--- src/rtl/pda_pkg.sv ---
package pda_pkg;
  localparam int unsigned PSTATE_W = 2;
  typedef logic [PSTATE_W-1:0] pstate_t;
  localparam pstate_t PS_SHALLOW = 2'd0;
  localparam pstate_t PS_DEEP    = 2'd3;

  // Bring any wider request into the supported range of power states.
  function automatic pstate_t clamp_state(input logic [2:0] raw);
    if (raw > 3'(PS_DEEP)) return PS_DEEP;
    return pstate_t'(raw);
  endfunction
endpackage

--- src/rtl/pda_slot_match.sv ---
module pda_slot_match #(
  parameter int unsigned SLOTS = 4,
  parameter int unsigned ID_W  = 4
) (
  input  logic [SLOTS-1:0][ID_W-1:0] slot_id_i,
  input  logic [ID_W-1:0]            req_id_i,
  output logic [SLOTS-1:0]           sel_o,
  output logic                       found_o
);
  logic [SLOTS-1:0] cand;
  logic [SLOTS:0]   taken;

  assign taken[0] = 1'b0;
  for (genvar i = 0; i < SLOTS; i++) begin : g_scan
    // A slot qualifies if it already belongs to this requester or is free.
    assign cand[i]    = (slot_id_i[i] == req_id_i) || (slot_id_i[i] == '0);
    assign sel_o[i]   = cand[i] && !taken[i];
    assign taken[i+1] = taken[i] || cand[i];
  end
  assign found_o = taken[SLOTS];
endmodule

--- src/rtl/pda_slot_table.sv ---
module pda_slot_table
  import pda_pkg::*;
#(
  parameter int unsigned SLOTS = 4,
  parameter int unsigned ID_W  = 4
) (
  input  logic                       clk_i,
  input  logic                       rst_ni,
  input  logic                       clear_i,
  input  logic                       we_i,
  input  logic [SLOTS-1:0]           sel_i,
  input  logic [ID_W-1:0]            wr_id_i,
  input  pstate_t                    wr_state_i,
  output logic [SLOTS-1:0][ID_W-1:0] id_o,
  output pstate_t [SLOTS-1:0]        state_o
);
  for (genvar i = 0; i < SLOTS; i++) begin : g_slot
    always_ff @(posedge clk_i or negedge rst_ni) begin
      if (!rst_ni) begin
        id_o[i]    <= '0;
        state_o[i] <= PS_DEEP;
      end else if (clear_i) begin
        id_o[i]    <= '0;
        state_o[i] <= PS_DEEP;
      end else if (we_i && sel_i[i]) begin
        id_o[i]    <= wr_id_i;
        state_o[i] <= wr_state_i;
      end
    end
  end
endmodule

--- src/rtl/pda_min_reduce.sv ---
module pda_min_reduce
  import pda_pkg::*;
#(
  parameter int unsigned N = 4
) (
  input  pstate_t            seed_i,
  input  pstate_t [N-1:0]    val_i,
  output pstate_t            min_o
);
  pstate_t acc [N+1];
  assign acc[0] = seed_i;
  for (genvar i = 0; i < N; i++) begin : g_stage
    assign acc[i+1] = (val_i[i] < acc[i]) ? val_i[i] : acc[i];
  end
  assign min_o = acc[N];
endmodule

--- src/rtl/pda_arbiter.sv ---
module pda_arbiter
  import pda_pkg::*;
#(
  parameter int unsigned SLOTS = 4,
  parameter int unsigned ID_W  = 4
) (
  input  logic            clk_i,
  input  logic            rst_ni,
  input  logic            clear_i,
  input  logic            req_valid_i,
  output logic            req_ready_o,
  input  logic [ID_W-1:0] req_id_i,
  input  logic [2:0]      req_state_i,
  output logic [1:0]      island_state_o,
  output logic            update_o,
  output logic            overflow_o
);
  logic [SLOTS-1:0][ID_W-1:0] slot_id;
  pstate_t [SLOTS-1:0]        slot_state;
  pstate_t [SLOTS-1:0]        merged;
  logic [SLOTS-1:0]           sel;
  logic                       found;
  logic                       accept, effective;
  pstate_t                    req_clamped, seed, resolved, island_q;

  assign req_ready_o = !clear_i;
  assign accept      = req_valid_i && req_ready_o;
  assign effective   = accept && (req_id_i != '0);
  assign req_clamped = clamp_state(req_state_i);

  pda_slot_match #(.SLOTS(SLOTS), .ID_W(ID_W)) u_match (
    .slot_id_i (slot_id),
    .req_id_i  (req_id_i),
    .sel_o     (sel),
    .found_o   (found)
  );

  pda_slot_table #(.SLOTS(SLOTS), .ID_W(ID_W)) u_table (
    .clk_i      (clk_i),
    .rst_ni     (rst_ni),
    .clear_i    (clear_i),
    .we_i       (effective),
    .sel_i      (sel),
    .wr_id_i    (req_id_i),
    .wr_state_i (req_clamped),
    .id_o       (slot_id),
    .state_o    (slot_state)
  );

  // Resolve against the table as it will look after this request is stored.
  for (genvar i = 0; i < SLOTS; i++) begin : g_merge
    assign merged[i] = sel[i] ? req_clamped : slot_state[i];
  end
  assign seed = found ? PS_DEEP : req_clamped;

  pda_min_reduce #(.N(SLOTS)) u_min (
    .seed_i (seed),
    .val_i  (merged),
    .min_o  (resolved)
  );

  always_ff @(posedge clk_i or negedge rst_ni) begin
    if (!rst_ni) begin
      island_q   <= PS_DEEP;
      update_o   <= 1'b0;
      overflow_o <= 1'b0;
    end else if (clear_i) begin
      island_q   <= PS_DEEP;
      update_o   <= (island_q != PS_DEEP);
      overflow_o <= 1'b0;
    end else if (effective) begin
      island_q   <= resolved;
      update_o   <= (resolved != island_q);
      overflow_o <= !found;
    end else begin
      update_o   <= 1'b0;
      overflow_o <= 1'b0;
    end
  end

  assign island_state_o = island_q;
endmodule

--- config.mk ---
export PLATFORM = sky130hd
export DESIGN_NAME = pda_arbiter
export DESIGN_NICKNAME = d
export VERILOG_FILES = /design/src/rtl/pda_pkg.sv /design/src/rtl/pda_slot_match.sv /design/src/rtl/pda_slot_table.sv /design/src/rtl/pda_min_reduce.sv /design/src/rtl/pda_arbiter.sv
export SDC_FILE = /design/constraint.sdc
export NUM_CORES = 1
export LEC_CHECK = 0
export BUFFER_PORTS_ARGS = -buffer_cell sky130_fd_sc_hd__buf_2
export CAP_MARGIN = 20
export CORE_MARGIN = 2
export CORE_UTILIZATION = 55
export CTS_CLUSTER_DIAMETER = 40
export CTS_CLUSTER_SIZE = 25
export DETAILED_ROUTE_END_ITERATION = 10
export PLACE_DENSITY = 0.76
export REMOVE_ABC_BUFFERS = 1
export SKIP_CTS_REPAIR_TIMING = 1
export SLEW_MARGIN = 20
export SYNTH_ARGS = -nofsm -noshare
export SYNTH_HDL_FRONTEND = slang
export SYNTH_SLANG_ARGS = --single-unit
--- constraint.sdc ---
create_clock -name clk_i -period 5.15 [get_ports clk_i]
set_input_delay 1.03 -clock clk_i [delete_from_list [all_inputs] [get_ports clk_i]]
set_output_delay 1.03 -clock clk_i [all_outputs]
set_load 0.005 [all_outputs]
==> impl_metrics.toml <==
[floorplanning]
die_y_um = 62.4
die_area_mm2 = 0.00389
start_util_pct = 56.6
die_w_um = 62.4
pin_count = 16
core-area_mm2 = 0.00331
rows = 21

[yosys]
synthTopCellsByArea = "dfrtp_1 (24%), mux2i_1 (15%), dfstp_2 (14%)"
ys_seq_elements = 28
yosysTopAreaCellShare_pct = 24.0
ys_warn_count = 0
syn_area_per_cell_um2 = 10.5
ys_types = 34
synth_top_area_cell = "dfrtp_1"
synth_area_mm2 = 0.00187
ys_seq_area_share_pct = 38.1
synth_cells = 178

[routing]
vias_per_cell = 5.63
final_antenna_net_count = 0
drc = 0
wl_per_cell_um = 15.6
num_vias = 1312
wl_um = 3640
first_pass_iters = 4
drt-initial-drc-count = 63

[clock_tree]
h-tree-depth = 1
cts.clk_slew.worst_paths_ns = 0.15
cts.sinks = 28
clk_latency_ns = 0.32
numCtsBuffers = 3
clock_path_buffers = 2
clockRootBuffer = "clkbuf_4"
cts_tree = "built"

[grt]
antenna_found_initial = 0
grt_pass1_wl_um = 6320
grt_overflow = 0
grtUsageTotal_pct = 20.2
grt_pass1_vias = 1377
grt_max_degree = 29

[setup_path]
path_class = "input port to flop"
arrival_ns = 4.61
path_max_fanout = 9
cp-start-kind = "input port"
cp.required_ns = 5.38
end_kind = "flop"

[layout]
final_net_count = 207
antennaDiodeCount = 0
fillers = 298
fin_area_mm2 = 0.00200
areaGrowthSynthToFinish_pct = 6.55
drive_gt1_share_pct = 25.1

[place]
placed_area_mm2 = 0.00195
portBuffers = 15
place_hpwl_um = 2620
gp_congestion = 0.882

[power_and_ir_drop]
power_w = 0.000536
p_per_area_mw_per_mm2 = 268
ir_worst_vdd_v = 0.000139
leakage_nw = 0.921

[timing]
setup_tns_ns = 0
slew_headroom_pct = 52.4
finalMaxSlewViolations = 0
finalClockSkew_ns = 0.0205
rsz0062_at_grt = "no"
fmax_mhz = 228
hold_slack_ns = 0.554
hold_viol = 0
post-route-period-util_pct = 85.1
setup_viol = 0
period_minus_slack_ns = 4.38
worst_pin_slew_ns = 0.712

[run_status]
outcome = "complete, no violations"

[flow_run]
max_cap_violations = 0

[worst_hold_path]
hp-class = "flop to flop"
-- worst paths after layout --
| check | slack, ns | cells after the start | endpoint | start |
|---|---|---|---|---|
| worst max-delay path | 0.77 | 16 | update_o$_DFF_PN0_ | req_id_i[1] |
| worst min-delay path | 0.55 | 2 | u_table.state_o[6]$_DFFE_PN1P_ | u_table.state_o[6]$_DFFE_PN1P_ |
| worst max register to register | 1.28 | 14 | update_o$_DFF_PN0_ | u_table.id_o[1]$_DFFE_PN0P_ |
| worst min register to register | 0.55 | 2 | u_table.state_o[6]$_DFFE_PN1P_ | u_table.state_o[6]$_DFFE_PN1P_ |
| max in group asynchronous | 4.02 | 1 | u_table.id_o[13]$_DFFE_PN0P_ | rst_ni |
| min in group asynchronous | 0.70 | 1 | u_table.id_o[0]$_DFFE_PN0P_ | rst_ni |
-- per-layer routing --
layer | vias up | share of wire, % | GRT usage [%]
met5 | - | 0 | 0
li1 | 630 | - | -
met4 | 0 | 1.5 | 6.94
met1 | 659 | 45 | 26.3
met3 | 4 | 2.1 | 2.54
met2 | 19 | 51 | 34.8
-- sequential cells by signal (all words and copies together) (netlist names) --
name	count
u_table.id_o	16
island_state_o	2
update_o	1
u_table.state_o	8
overflow_o	1
-- critical path, stage by stage --
cell and delay (ns):
buf_2 0.28, xnor2_1 0.12, a41oi_1 0.44, nand4_1 0.22, or2_2 0.33, ha_1 0.20
ha_1 0.20, ha_1 0.20, ha_1 0.27, nor2b_1 0.27, nor3_1 0.12, nand2_1 0.08
o22ai_1 0.12, a2111oi_4 0.41, mux2i_1 0.24, nand2_1 0.07
-- cells in the mapped netlist --
cell,count
buf_6,2
inv_1,7
o22ai_1,1
clkbuf_1,3
a2111oi_4,1
nor3_1,7
nand4b_4,1
o21a_1,1
dfstp_2,10
buf_1,1
xnor2_1,8
mux2i_1,28
o41ai_4,1
nand2b_1,1
nor2_1,21
xor2_1,7
xor2_4,1
a21oi_1,4
or2_2,3
nand4_1,1
dfrtp_1,18
nor4_1,2
nor3b_1,1
nand2_1,16
nor2_2,3
mux2_2,5
o41a_4,1
o41a_1,1
nor2b_1,3
buf_2,4
or4_1,3
a41oi_1,2
ha_1,8
o41ai_2,2
-- layout by cell type, fill, tap and decap left out, drive strengths merged, types with 3 or more instances in the layout --
cell / netlist / final
nand2: 16 / 16
xor2: 8 / 8
ha: 8 / 8
xnor2: 8 / 8
dfrtp: 18 / 18
or2: 3 / 3
clkbuf: 3 / 4
nor2b: 3 / 3
or4: 3 / 3
nor2: 24 / 24
mux2i: 28 / 28
buf: 7 / 15
a21oi: 4 / 4
mux2: 5 / 5
nor3: 7 / 7
inv: 7 / 7
dfstp: 10 / 10
o41ai: 3 / 3
-- power breakdown --
group          total (W)  switching (W)  internal, W
Combinational   0.000185       0.000105    0.0000794
Sequential      0.000248      0.0000114     0.000236
Clock           0.000103      0.0000602    0.0000432
-- final cells by class --
cell class,instances,area [µm²],area share [%]
clock buffer,4,36.3,1.82
inverter,7,26.3,1.32
multi-input combinational,133,1090,54.5
sequential,28,713,35.7
tap,46,57.6,2.88
timing repair buffer,15,75.1,3.76
-- cell families (layout without fill, tap and decap cells) --
group | after synthesis | count (layout) | synth area share (%)
AND/OR/NAND/NOR | 62 | 62 | 16.5
multiplexers | 33 | 33 | 18.0
flip-flops | 28 | 28 | 38.1
buffers and inverters | 17 | 26 | 4.48
XOR/XNOR | 16 | 16 | 8.48
AO/OA/AOI/OAI | 14 | 14 | 9.15
adder cells (fa/ha/maj) | 8 | 8 | 5.34
-- per-stage QoR --
step | setup slack, ns | utilization [%] | instances
5_1_grt | 0.462 | 60.3 | 233
6_report | 0.770 | 60.3 | 233
3_3_place_gp | 0.677 | 58.8 | 229
4_1_cts | 0.891 | 59.9 | 233
2_1_floorplan | 1.08 | - | 168
3_5_place_dp | 0.540 | 58.8 | 229
Power figures use the tool's default switching activity.
